**src/rtl/whg_pkg.sv**
```systemverilog
package whg_pkg;
  typedef enum logic [1:0] {
    CLS_FREE  = 2'd0,
    CLS_ROM   = 2'd1,
    CLS_SOUND = 2'd2,
    CLS_VIDEO = 2'd3
  } dev_class_e;
endpackage

```
**src/rtl/whg_class_decode.sv**
```systemverilog
module whg_class_decode #(
  parameter int WS_W   = 3,
  parameter int SND_WS = 2,
  parameter int ROM_WS = 1,
  parameter int VID_WS = 1,
  parameter int UART_WS = 0
) (
  input  logic            rom_sel_n,
  input  logic            uart_sel_n,
  input  logic            snd_sel_n,
  input  logic            vid_sel_n,
  output whg_pkg::dev_class_e cls,
  output logic [WS_W-1:0] load_val
);
  import whg_pkg::*;

  always_comb begin
    if (!snd_sel_n) begin
      cls      = CLS_SOUND;
      load_val = WS_W'(SND_WS);
    end else if (!vid_sel_n) begin
      cls      = CLS_VIDEO;
      load_val = WS_W'(VID_WS);
    end else if (!rom_sel_n) begin
      cls      = CLS_ROM;
      load_val = WS_W'(ROM_WS);
    end else if (!uart_sel_n) begin
      cls      = CLS_FREE;
      load_val = WS_W'(UART_WS);
    end else begin
      cls      = CLS_FREE;
      load_val = '0;
    end
  end
endmodule

```
**src/rtl/whg_edge_sampler.sv**
```systemverilog
module whg_edge_sampler #(
  parameter int STAGES = 1
) (
  input  logic clk,
  input  logic rst,
  input  logic din,
  output logic dout
);
  logic [STAGES-1:0] chain;

  generate
    for (genvar i = 0; i < STAGES; i++) begin : g_stage
      if (i == 0) begin : g_first
        always_ff @(posedge clk) begin
          if (rst) chain[0] <= 1'b1;
          else     chain[0] <= din;
        end
      end else begin : g_next
        always_ff @(posedge clk) begin
          if (rst) chain[i] <= 1'b1;
          else     chain[i] <= chain[i-1];
        end
      end
    end
  endgenerate

  assign dout = chain[STAGES-1];
endmodule

```
**src/rtl/whg_countdown.sv**
```systemverilog
module whg_countdown #(
  parameter int WS_W = 3
) (
  input  logic            clk,
  input  logic            rst,
  input  logic            start,
  input  logic [WS_W-1:0] load_val,
  input  logic            load_video,
  input  logic            wait_s_n,
  output logic [WS_W-1:0] cnt_q,
  output logic            rdy_n_q
);
  logic [WS_W-1:0] cnt_d;
  logic            hand_q, hand_d;
  logic            dev_stall;

  always_comb begin
    if (start)              cnt_d = load_val;
    else if (cnt_q != '0)   cnt_d = cnt_q - 1'b1;
    else                    cnt_d = cnt_q;

    dev_stall = hand_d && (cnt_d == '0) && !wait_s_n;

    if (start)       hand_d = load_video;
    else             hand_d = hand_q && !((cnt_d == '0) && wait_s_n);
  end

  always_ff @(posedge clk) begin
    if (rst) begin
      cnt_q   <= '0;
      hand_q  <= 1'b0;
      rdy_n_q <= 1'b1;
    end else begin
      cnt_q   <= cnt_d;
      hand_q  <= hand_d;
      rdy_n_q <= !((cnt_d != '0) || dev_stall);
    end
  end

  AST_CNT_DOWN: assert property (@(posedge clk) disable iff (rst)
    (!start && cnt_q != '0) |=> (cnt_q == $past(cnt_q) - 1'b1));

  AST_FIXED_RELEASE: assert property (@(posedge clk) disable iff (rst)
    (!start && !hand_q && cnt_q == WS_W'(1)) |=> rdy_n_q);

  AST_HAND_STALL: assert property (@(posedge clk) disable iff (rst)
    (!start && hand_q && cnt_q == '0 && !wait_s_n) |=> !rdy_n_q);

  AST_HAND_END: assert property (@(posedge clk) disable iff (rst)
    (!start && hand_q && cnt_q == '0 && wait_s_n) |=> (rdy_n_q && !hand_q));
endmodule

```
**src/rtl/wait_handover_gen.sv**
```systemverilog
module wait_handover_gen #(
  parameter int WS_W          = 3,
  parameter int SND_WS        = 2,
  parameter int ROM_WS        = 1,
  parameter int VID_WS        = 1,
  parameter int UART_WS       = 0,
  parameter int SAMPLE_STAGES = 1
) (
  input  logic            clk,
  input  logic            rst,
  input  logic            cyc_start,
  input  logic            rom_sel_n,
  input  logic            uart_sel_n,
  input  logic            snd_sel_n,
  input  logic            vid_sel_n,
  input  logic            dev_wait_n,
  output logic            rdy_n,
  output logic [WS_W-1:0] ws_count
);
  import whg_pkg::*;

  localparam int MAX_WS = (SND_WS > ROM_WS) ?
                          ((SND_WS > VID_WS) ? SND_WS : VID_WS) :
                          ((ROM_WS > VID_WS) ? ROM_WS : VID_WS);

  dev_class_e      cls;
  logic [WS_W-1:0] load_val;
  logic            wait_s_n;

  whg_class_decode #(
    .WS_W(WS_W), .SND_WS(SND_WS), .ROM_WS(ROM_WS),
    .VID_WS(VID_WS), .UART_WS(UART_WS)
  ) u_decode (
    .rom_sel_n (rom_sel_n),
    .uart_sel_n(uart_sel_n),
    .snd_sel_n (snd_sel_n),
    .vid_sel_n (vid_sel_n),
    .cls       (cls),
    .load_val  (load_val)
  );

  whg_edge_sampler #(.STAGES(SAMPLE_STAGES)) u_sample (
    .clk (clk),
    .rst (rst),
    .din (dev_wait_n),
    .dout(wait_s_n)
  );

  whg_countdown #(.WS_W(WS_W)) u_count (
    .clk       (clk),
    .rst       (rst),
    .start     (cyc_start),
    .load_val  (load_val),
    .load_video(cls == CLS_VIDEO),
    .wait_s_n  (wait_s_n),
    .cnt_q     (ws_count),
    .rdy_n_q   (rdy_n)
  );

  AST_RESET_IDLE: assert property (@(posedge clk)
    rst |=> (rdy_n && ws_count == '0));

  AST_LOAD_BOUND: assert property (@(posedge clk) disable iff (rst)
    cyc_start |=> (ws_count <= WS_W'(MAX_WS)));
endmodule

```
**config.mk**
```make
export PLATFORM = sky130hd
export DESIGN_NAME = wait_handover_gen
export DESIGN_NICKNAME = d
export VERILOG_FILES = /design/src/rtl/whg_pkg.sv /design/src/rtl/whg_class_decode.sv /design/src/rtl/whg_edge_sampler.sv /design/src/rtl/whg_countdown.sv /design/src/rtl/wait_handover_gen.sv
export SDC_FILE = /design/constraint.sdc
export NUM_CORES = 1
export LEC_CHECK = 0
export BUFFER_PORTS_ARGS = -buffer_cell sky130_fd_sc_hd__buf_2
export CORE_AREA = 2 2 39 41
export CTS_BUF_LIST = sky130_fd_sc_hd__clkbuf_16
export CTS_CLUSTER_DIAMETER = 40
export DETAILED_ROUTE_END_ITERATION = 7
export DIE_AREA = 0 0 41 43
export PLACE_DENSITY = 0.48
export SETUP_SLACK_MARGIN = 0.4
export SLEW_MARGIN = 20
export SYNTH_ARGS = -nofsm -noshare
export SYNTH_HDL_FRONTEND = slang
export SYNTH_SLANG_ARGS = --single-unit
```
**constraint.sdc**
```tcl
create_clock -name clk -period 2.7 [get_ports clk]
set_clock_uncertainty 0.05 [all_clocks]
set_input_delay 0.54 -clock clk [delete_from_list [all_inputs] [get_ports clk]]
set_output_delay 0.54 -clock clk [all_outputs]
set_load 0.02 [all_outputs]
```
# After elaboration in Yosys (flattened, before gate mapping)
# Index checks and enable logic that the tools add are counted.
[word_totals]
regBits = 6
in_bits = 8
word_cells = 26
[op_classes]
add_sub_neg = 1
n_eq_ne = 1
n_mux = 9
n_reduce_logical = 11
[ops]
columns = ["operator", "n"]
rows = [
  ["$mux 3", 4],
  ["$reduce_bool 3->1", 2],
  ["$logic_and 1x1->1", 4],
  ["$mux 2", 2],
  ["$logic_not 1->1", 3],
  ["$logic_not 3->1", 1],
  ["$mux 1", 3],
  ["$sub 3x1->3 const B", 1],
  ["$eq 2x2->1 const B", 1],
  ["$logic_or 1x1->1", 1],
]

# Depth between registers and ports, before layout
# Gate-level depths: netlist (run 1).
[logic_depth]
word_depth = 13
depth_mapped = 5
mapped_depth_nobuf = 5

# By module
# A second synthesis (run 1) with hierarchy kept.
[hier_totals]
cells_unflattened = 42
hier_area_um2 = 359.1
[modules_own_cells]
columns = ["mod", "n_inst", "cells_per_inst", "area_each_um2", "seq_area_each_um2"]
rows = [
  ["whg_countdown", 1, 33, 289.0, 100.1],
  ["whg_class_decode", 1, 6, 37.5, 0.0],
  ["whg_edge_sampler", 1, 2, 26.3, 20.0],
  ["wait_handover_gen", 1, 1, 6.3, 0.0],
]

# Worst setup path before layout (run 1)
# No wires, ideal clock.
[synth_path]
kind = "flip-flop to flip-flop"
from = "register u_count.cnt_q[0]"
to = "register u_count.rdy_n_q"
setup_ps = 116
arrival_time_ps = 1357
path_slack_ps = 1177
stages_incl_launch_ff = 6
cell_sequence = "dfxtp_1 inv_1 ha_1 nor4b_1 a21oi_1 a41o_1"
[synth_via]
elab_chain_len = 12
elab_cells_between_ends = 14
classes_between = "add/sub (1); mux (3); reduce/logical (10)"
[synth_lines]
columns = ["element", "line", "rtl"]
rows = [
  ["start: declaration", "whg_countdown.sv:10", "output logic [WS_W-1:0] cnt_q,"],
  ["start signal: assignment", "whg_countdown.sv:34", "cnt_q <= cnt_d;"],
  ["$sub 3x1->3 or $reduce_bool 3->1 (tied branches)", "whg_countdown.sv:19", "else if (cnt_q != '0) cnt_d = cnt_q - 1'b1;"],
  ["$mux 3 *", "whg_countdown.sv:19", ""],
  ["$mux 3 *", "whg_countdown.sv:18", "if (start) cnt_d = load_val;"],
  ["$logic_not 3->1", "whg_countdown.sv:22, whg_countdown.sv:25", ""],
  ["$logic_and 1x1->1", "whg_countdown.sv:25", "else hand_d = hand_q && !((cnt_d == '0) && wait_s_n);"],
  ["$logic_not 1->1", "whg_countdown.sv:25", ""],
  ["$logic_and 1x1->1", "whg_countdown.sv:25", ""],
  ["$mux 1", "whg_countdown.sv:24", "if (start) hand_d = load_video;"],
  ["$logic_and 1x1->1 (2 in series)", "whg_countdown.sv:22", "dev_stall = hand_d && (cnt_d == '0) && !wait_s_n;"],
  ["$logic_or 1x1->1 *", "whg_countdown.sv:36", "rdy_n_q <= !((cnt_d != '0) || dev_stall);"],
  ["$logic_not 1->1 *", "whg_countdown.sv:36", ""],
  ["end signal: assignment", "whg_countdown.sv:36", ""],
  ["end: declaration", "whg_countdown.sv:11", "output logic rdy_n_q"],
]
# Every way passes the cells marked *; elsewhere a longest branch is shown, timed or not.
# A chain may end at the register's enable or synchronous reset.

# Final worst setup path (run 1)
# Same ends and word-level chain as after synthesis.

==> impl_metrics.py, run 1 <==
metrics = {
    "logic_synthesis": {
        "netlist_area_um2": 355.3,
        "synth.area.mux_share_pct": 0,
        "synth_warnings": 0,
        "synth.distinct_cells": 21,
        "synth_seq_cells": 6,
        "ys_seq_area_share_pct": 33.80,
        "syn_area_per_cell_um2": 10.15,
        "synth_compound_area_share_pct": 22.54,
        "yosys.area_share.simple_pct": 30.28,
        "synth_cells": 35,
        "synth_top_family_by_area": "simple AND/OR/NAND/NOR gates",
        "yosys.area_share.xor_xnor_pct": 0,
        "synth_nets": 45,
        "synthAdderAreaFrac_pct": 7.042,
    },
    "route": {
        "drc": 0,
        "wl_met3_um": 39,
        "drt_wl_total_um": 647,
        "drt_iter0_drc": 5,
        "post_drt_wl_per_cell_um": 10.27,
        "first_pass_iters": 2,
        "vias": 292,
        "m1WireLength_um": 302,
        "vias_per_cell": 4.635,
        "routed.top_layer": "met4",
        "drtAntennaViolNets": 0,
        "wl_met2_um": 269,
    },
    "timing": {
        "max_freq_mhz": 680.4,
        "fin_crit_ns": 1.470,
        "slew_violations": 0,
        "max-slew-margin-rel_pct": 80.80,
        "whs_ns": 0.4439,
        "max_slew.worst_pin.slew_ns": 0.2880,
        "hold_violations": 0,
        "rsz0062_at_grt": "no",
        "finalCritPeriodShare_pct": 54.43,
        "setup_viol": 0,
        "finalSetupTns_ns": 0,
    },
    "clock_tree": {
        "cts_setup_buffers": 0,
        "hold_buffers": 0,
        "cts_root_buf": "clkbuf_16",
        "path_clk_slew_ns": 0.03,
        "clock-sinks": 6,
        "cts_buffers": 3,
        "clk_path_buf_depth": 2,
        "insertion_delay_ns": 0.23,
        "cts_resized": 0,
        "ctsHtreeMaxLevel": 1,
        "cts_tree": "yes",
    },
    "grt": {
        "grt_use_total_pct": 9.284,
        "grt_pass1_wl_um": 993,
        "antenna_found_initial": 0,
        "grt_pass1_vias": 243,
        "overflow": 0,
        "grt_max_degree": 11,
    },
    "setup_path": {
        "cp.arrival_ns": 1.54,
        "rrSetupSlack_ns": 1.23,
        "cp-start-kind": "register",
        "regToRegEndpoint": "u_count.rdy_n_q",
        "endpoint_kind": "register",
        "critPathLaunch": "u_count.cnt_q[0]",
        "path_depth": 5,
        "path_class": "register to register",
        "critPathBufInv": 1,
        "max_stage_delay_ns": 0.35,
        "reg2reg_depth": 5,
        "critPathMaxFanout": 4,
        "crit_required_ns": 2.77,
        "endpoint": "u_count.rdy_n_q",
        "r2r_start": "u_count.cnt_q[0]",
        "crit_chain": "inv_1 -> ha_1 -> nor4b_1 -> a21oi_1 -> a41o_1",
        "critPathSlowestCell": "dfxtp_1",
        "critical-path-top-delay-family": "flip-flops",
    },
    "finish": {
        "multi_input_area_um2": 212.7,
        "layout_common_cells": "10 x buf_2, 6 x nor2_1, 6 x dfxtp_1",
        "stdcell_count": 63,
        "syn2layout_area_growth_pct": 37.68,
        "final_common_cell": "buf_2",
        "fin_nets": 59,
        "drive_above_1_share_pct": 40.43,
        "fillers": 148,
        "antenna_cells": 0,
        "regArea_um2": 120.1,
    },
    "placed_design": {
        "place_inst": 60,
        "portBuffers": 10,
        "place.gp.congestion": 0.6982,
        "dpl.hpwl_um": 486.6,
    },
    "floorplanning": {
        "dieArea_um2": 1763,
        "core_area_um2": 1384,
        "die_h_um": 43,
        "die_w_um": 41,
        "ios": 12,
        "rows": 14,
        "initial_core_util_pct": 25.68,
    },
    "outcome": {
        "outcome": "completed",
    },
    "power": {
        "leakage_nw": 0.2309,
        "p_per_area_nw_per_um2": 828.6,
        "power_uw": 405.4,
        "vdd_drop_max_mv": 0.3847,
    },
    "flow_run": {
        "cap_violations": 0,
    },
    "hold_path": {
        "worstHoldPathType": "input pin to register",
    },
}
[state kept, by name, indices dropped and copies added, names as in the netlist]
name,cells
u_count.cnt_q,3
u_count.hand_q,1
u_count.rdy_n_q,1
u_sample.dout,1
[synth_stat cells]
library cell | number | area [µm²]
a21oi_1 | 1 | 5.000
a221oi_2 | 1 | 15.01
a221oi_4 | 1 | 26.28
a41o_1 | 1 | 10.01
a41oi_1 | 1 | 8.760
and2_1 | 1 | 6.260
and2b_2 | 1 | 8.760
and3b_2 | 1 | 10.01
and4bb_1 | 1 | 12.51
and4bb_4 | 1 | 16.27
buf_6 | 1 | 11.26
dfxtp_1 | 6 | 120.1
ha_1 | 2 | 25.02
inv_1 | 3 | 11.26
nand2_1 | 1 | 3.750
nand2b_1 | 1 | 6.260
nor2_1 | 6 | 22.52
nor2b_1 | 1 | 6.260
nor4b_1 | 1 | 8.760
o21bai_1 | 2 | 15.01
or2_2 | 1 | 6.260
[worst min-delay path by stage]
stage	from	end	slack, ns	cells past startpoint
global placement	u_sample.dout	u_count.hand_q	0.54	2
CTS	dev_wait_n	u_sample.dout	0.44	2
floorplan	u_sample.dout	u_count.hand_q	0.52	2
global route	dev_wait_n	u_sample.dout	0.44	2
detailed placement	u_sample.dout	u_count.hand_q	0.54	2
finish	dev_wait_n	u_sample.dout	0.44	2
[power by group]
part | internal, mW | switching (mW)
clock | 0.190 | 0.0481
sequential | 0.0970 | 0.00452
combinational | 0.0295 | 0.0364
total | 0.316 | 0.0890
[stage by stage]
step	setup slack, ns	area [µm²]	util, %
detailed placement	1.169	414.1	29.93
finish	1.230	489.2	35.35
CTS	1.200	489.2	35.35
floorplan	1.177	355.3	-
global route	1.122	489.2	35.35
global placement	1.137	414.1	29.93
[routing by layer]
metal / up-vias / global-route usage, %
met5: - / 0
met4: 0 / 12.00
met3: 5 / 3.141
met2: 9 / 10.63
met1: 128 / 11.11
li1: 150 / -
[cell type report]
type / instances / area share (%)
Tap cell: 16 / 4.092
Inverter: 3 / 2.302
Timing Repair Buffer: 10 / 10.23
Sequential cell: 6 / 24.55
Multi-Input combinational cell: 25 / 43.48
Clock buffer: 3 / 15.35
[cell families (layout without fill, tap and decap cells)]
kind of cell               after synthesis  after routing
buffers and inverters                    4             16
and+or+nand+nor                         16             16
adders and majority gates                2              2
AOI/OAI and AO/OA                        7              7
DFF                                      6              6
Power figures use the tool's default switching activity.
==> inputs of run 2 (changes only) <==
PLACE_DENSITY = 0.49   (was 0.48)
clock period = 1.29 ns   (was 2.7 ns; I/O delays follow)
==> run 2 against run 1 <==
  * Critical path type unchanged
  * Largest cell class unchanged
  * Critical path depth grew 1
  * Total power grew 150%
  * Design area grew 41%
  * Hold slack lost 0.28 ns
  * Largest power group unchanged
  * The flow now finishes with violations (negative setup slack)
  * Highest routed layer is now met3
  * Cell count grew 17%
==> impl_metrics.py, run 2 (same netlist as run 1, synthesis figures left out) <==
metrics = {
    "finish": {
        "fin_area_um2": 690.7,
        "syn2layout_area_growth_pct": 94.37,
        "drive_above_1_share_pct": 72.41,
        "fin_nets": 69,
        "final_common_cell": "buf_4",
        "post-route-util_pct": 49.91,
        "top_register": "u_count.cnt_q",
        "largest_register_ffs": 3,
        "layout_common_cells": "8 x buf_4, 6 x buf_2, 6 x buf_6",
        "antenna_cells": 0,
    },
    "grt": {
        "grt_use_total_pct": 11.98,
        "grt_pass1_vias": 321,
        "antenna_found_initial": 0,
        "grt_pass1_wl_mm": 1.290,
        "grt_max_degree": 11,
        "overflow": 0,
    },
    "clock_tree": {
        "clk_path_buf_depth": 2,
        "cts_buffers": 3,
        "clock-sinks": 6,
        "cts_tree": "yes",
        "hold_buffers": 0,
        "cts_root_buf": "clkbuf_16",
        "ctsHtreeMaxLevel": 1,
        "insertion_delay_ns": 0.23,
        "path_clk_slew_ns": 0.03,
    },
    "timing": {
        "max_freq_mhz": 709.1,
        "whs_ns": 0.1593,
        "max-slew-margin-rel_pct": 80.56,
        "max_slew.worst_pin.slew_ns": 0.2916,
        "hold_violations": 0,
        "fin_crit_ns": 1.410,
        "final.setup.worst_slack_ns": -0.1203,
        "slew_violations": 0,
        "finalCritPeriodShare_pct": 109.3,
        "setup_viol": 4,
        "finalSetupTns_ns": -0.3609,
        "rsz0062_at_grt": "yes",
    },
    "hold_path": {
        "worstHoldPathType": "input pin to register",
    },
    "floorplanning": {
        "die_w_um": 41,
        "dieArea_um2": 1763,
        "die_h_um": 43,
        "rows": 14,
        "ios": 12,
        "core_area_um2": 1384,
        "initial_core_util_pct": 25.68,
    },
    "placed_design": {
        "portBuffers": 10,
        "dpl.hpwl_um": 536.2,
        "place.gp.congestion": 0.6466,
        "placed_area_um2": 470.5,
    },
    "power": {
        "leakage_nw": 0.3109,
        "power.switching_uw": 244.0,
        "p_per_area_nw_per_um2": 1453,
        "p_seq_share_pct": 21.6,
        "power_frac_clock_pct": 50.7,
        "internal-power_uw": 759.8,
        "power_frac_comb_pct": 27.6,
        "vdd_drop_max_mv": 0.7504,
        "power_mw": 1.004,
        "p_sw_share_pct": 24.31,
    },
    "setup_path": {
        "crit_chain": "inv_4 -> ha_4 -> and4bb_1 -> a221oi_4 -> buf_4 -> nor2_2",
        "critPathMaxFanout": 4,
        "critPathBufInv": 2,
        "crit_required_ns": 1.36,
        "max_stage_delay_ns": 0.35,
        "critPathSlowestCell": "dfxtp_4",
        "cp-start-kind": "register",
        "cp.arrival_ns": 1.48,
        "endpoint_kind": "register",
        "critical-path-top-delay-family": "flip-flops",
        "path_class": "register to register",
    },
    "route": {
        "drt_iter0_drc": 1,
        "post_drt_wl_per_cell_um": 12.46,
        "first_pass_iters": 2,
        "drtAntennaViolNets": 0,
        "drc": 0,
        "vias_per_cell": 4.554,
        "drt_wl_total_um": 922,
        "vias": 337,
    },
    "outcome": {
        "outcome": "finished with violations",
        "violations": "negative setup slack",
    },
    "flow_run": {
        "cap_violations": 0,
    },
}
run 2: cell types whose count changed in the layout (fill, tap and decap cells not counted), moves of 2 or more:
cell | previous run | this run
inv_4 | 0 | 2
buf_6 | 0 | 6
dfxtp_4 | 0 | 3
ha_1 | 2 | 0
dfxtp_1 | 6 | 2
buf_4 | 0 | 8
ha_4 | 0 | 2
buf_2 | 10 | 6
run 2: layout make-up:
class	count	area (µm²)
multi-input cells	25	285.3
inverters	3	16.27
flip-flops and latches	6	132.6
well taps	16	20.02
repair buffers	20	157.7
clock inverters	1	3.754
fillers	128	693.2
clock buffers	3	75.07
run 2: what timing repair did:
| item | in CTS | in global routing |
|---|---|---|
| endpoints found under the setup margin | 9 | 9 |
| pin swaps | 8 | 3 |
| setup buffers | 4 | 2 |
| endpoints found under the hold margin | 0 | 0 |
| resized for setup | 18 | 5 |
run 2: final timing paths:
path | startpoint | to | slack [ns] | cells past startpoint
max | u_count.cnt_q[0] | u_count.cnt_q[0] | -0.12 | 6
min | dev_wait_n | u_sample.dout | 0.16 | 2
max reg2reg | u_count.cnt_q[0] | u_count.cnt_q[0] | -0.12 | 6
min reg2reg | u_sample.dout | u_count.rdy_n_q | 0.57 | 2
run 2: per-layer routing:
metal / GRT usage [%] / part of all wire, %
met5: 0 / 0
met4: 10.00 / 0
met3: 3.141 / 3.7
met2: 18.75 / 59
met1: 12.34 / 37
run 2: worst register-to-register path, cell delays in order, from the launching register on:
cell and delay (ns):
dfxtp_4 0.35, inv_4 0.04, ha_4 0.17, and4bb_1 0.23
a221oi_4 0.26, buf_4 0.17, nor2_2 0.03
run 2: per-stage QoR:
step	std cells	setup WS, ns
3_5_place_dp	64	-0.09881
4_1_cts	72	-0.1016
5_1_grt	74	-0.1553
2_1_floorplan	35	-0.02383
6_report	74	-0.1203
3_3_place_gp	64	-0.07966
run 2: power by group through the flow:
stage	registers [mW]	clock network (mW)	logic (mW)
floorplan	0.233	0	0.100
global placement	0.214	0	0.173
detailed placement	0.215	0	0.175
CTS	0.216	0.515	0.243
global route	0.219	0.528	0.296
finish	0.217	0.509	0.277
==> inputs of run 3 (changes only) <==
CELL_PAD_IN_SITES_DETAIL_PLACEMENT = 2   (was default)
CELL_PAD_IN_SITES_GLOBAL_PLACEMENT = 2   (was default)
CORE_AREA = default   (was 2 2 39 41)
CORE_MARGIN = 2   (was default)
CORE_UTILIZATION = 24   (was default)
DIE_AREA = default   (was 0 0 41 43)
PLACE_DENSITY = 0.68   (was 0.49)
==> run 3 against run 2 <==
  * The run still ends with negative setup slack left
  * Global-route usage increased by 2.0 points
  * Cell count fell by 2.7%
  * Sequential power barely moved
  * Sequential share of layout area is 0.43 points higher
==> impl_metrics.py, run 3 (same netlist as run 1, synthesis figures left out) <==
metrics = {
    "flow_run": {
        "cap_violations": 0,
    },
    "finish": {
        "top_register": "u_count.cnt_q",
        "antenna_cells": 0,
        "fin_area_um2": 675.6,
        "drive_above_1_share_pct": 68.42,
        "regArea_um2": 132.6,
        "final_common_cell": "buf_6",
        "fillers": 138,
        "post-route-util_pct": 50.05,
        "largest_register_ffs": 3,
        "layout_common_cells": "7 x buf_6, 6 x nor2_1, 6 x buf_2, 6 x buf_4",
        "multi_input_area_um2": 275.3,
        "fin_nets": 68,
        "stdcell_count": 72,
        "syn2layout_area_growth_pct": 90.14,
    },
    "placed_design": {
        "dpl.hpwl_um": 768.2,
        "pre_cts_ws_ns": -0.1101,
        "place_inst": 62,
        "placed_area_um2": 461.7,
        "place.gp.congestion": 0.7099,
        "portBuffers": 10,
    },
    "setup_path": {
        "r2r_start": "u_count.cnt_q[1]",
        "crit_required_ns": 1.36,
        "endpoint": "u_count.cnt_q[0]",
        "path_class": "register to register",
        "endpoint_kind": "register",
        "critPathMaxFanout": 4,
        "cp.arrival_ns": 1.43,
        "crit_chain": "inv_4 -> ha_4 -> and4bb_1 -> a221oi_4 -> buf_4 -> nor2_1",
        "rrSetupSlack_ns": -0.08,
        "regToRegEndpoint": "u_count.cnt_q[0]",
        "critPathSlowestCell": "dfxtp_4",
        "max_stage_delay_ns": 0.36,
        "reg2reg_depth": 6,
        "critPathLaunch": "u_count.cnt_q[1]",
        "cp-start-kind": "register",
    },
    "floorplanning": {
        "ios": 12,
        "die_w_um": 42.48,
        "core_area_um2": 1350,
        "rows": 13,
        "dieArea_um2": 1805,
        "die_h_um": 42.48,
        "initial_core_util_pct": 26.32,
    },
    "timing": {
        "setup_viol": 4,
        "hold_violations": 0,
        "final.setup.worst_slack_ns": -0.07681,
        "finalCritPeriodShare_pct": 106.0,
        "slew_violations": 0,
        "max_freq_mhz": 731.6,
        "finalSetupTns_ns": -0.2571,
        "fin_crit_ns": 1.367,
        "whs_ns": 0.1618,
        "rsz0062_at_grt": "yes",
        "max_slew.worst_pin.slew_ns": 0.2634,
        "max-slew-margin-rel_pct": 82.44,
    },
    "route": {
        "drt_iter0_drc": 1,
        "drt_wl_total_mm": 1.111,
        "drc": 0,
        "vias_per_cell": 4.875,
        "post_drt_wl_per_cell_um": 15.43,
        "first_pass_iters": 4,
        "vias": 351,
        "drtAntennaViolNets": 0,
    },
    "grt": {
        "antenna_found_initial": 0,
        "grt_pass1_vias": 412,
        "grt_max_degree": 11,
        "grt_use_total_pct": 14.00,
        "overflow": 0,
        "grt_pass1_wl_mm": 1.766,
    },
    "power": {
        "leakage_nw": 0.3067,
        "p_per_area_nw_per_um2": 1473,
        "vdd_drop_max_mv": 0.9486,
        "power_uw": 995.0,
    },
    "hold_path": {
        "worstHoldPathType": "input pin to register",
    },
    "outcome": {
        "violations": "negative setup slack",
        "outcome": "finished with violations",
    },
    "clock_tree": {
        "cts_tree": "yes",
        "ctsHtreeMaxLevel": 1,
        "hold_buffers": 0,
        "insertion_delay_ns": 0.23,
        "clk_path_buf_depth": 2,
        "cts_buffers": 3,
        "path_clk_slew_ns": 0.03,
        "cts_root_buf": "clkbuf_16",
        "clock-sinks": 6,
    },
}
[run 3: cell count changes in the layout (fill, tap and decap cells not counted), sizes merged]
cell	previous run	this run
buf	20	19
[run 3: critical path: cells and delay by family, from the launching register on]
| family | cells | cell delay [ns] |
|---|---|---|
| buf+inv | 2 | 0.20 |
| fa+ha+maj | 1 | 0.17 |
| flops | 1 | 0.36 |
| simple gates | 2 | 0.24 |
| compound gates | 1 | 0.23 |
[run 3: final cells by class]
type | instances | area share (%)
tap | 15 | 2.778
multi-input combinational | 25 | 40.74
clock inverter | 1 | 0.5556
clock buffer | 3 | 11.11
sequential | 6 | 19.63
timing repair buffer | 19 | 22.78
inverter | 3 | 2.407
[run 3: where the power goes]
group | internal (mW) | switching (mW)
sequential | 0.204 | 0.0140
combinational | 0.149 | 0.122
clock | 0.402 | 0.104
[run 3: layer usage]
layer	part of all wire, %	GRT usage (%)	vias up
met1	39	13.11	165
met4	4.9	11.88	0
met3	3.7	3.879	5
met5	0	0	-
li1	-	-	169
met2	53	24.62	12
[run 3: how the worst min path moves through the flow]
| stage | startpoint | to | depth (start not counted) | slack [ns] |
|---|---|---|---|---|
| after CTS | dev_wait_n | u_sample.dout | 2 | 0.16 |
| final | dev_wait_n | u_sample.dout | 2 | 0.16 |
| after global placement | dev_wait_n | u_sample.dout | 2 | 0.39 |
| after floorplan | rst | u_count.cnt_q[0] | 1 | 0.27 |
| after global routing | dev_wait_n | u_sample.dout | 2 | 0.18 |
| after detailed placement | dev_wait_n | u_sample.dout | 2 | 0.40 |
[run 3: repair_timing]
item | 4_1_cts | 5_1_grt
setup buffers | 4 | 2
resized for setup | 18 | 4
setup endpoints to repair | 9 | 9
pin swaps | 8 | 2
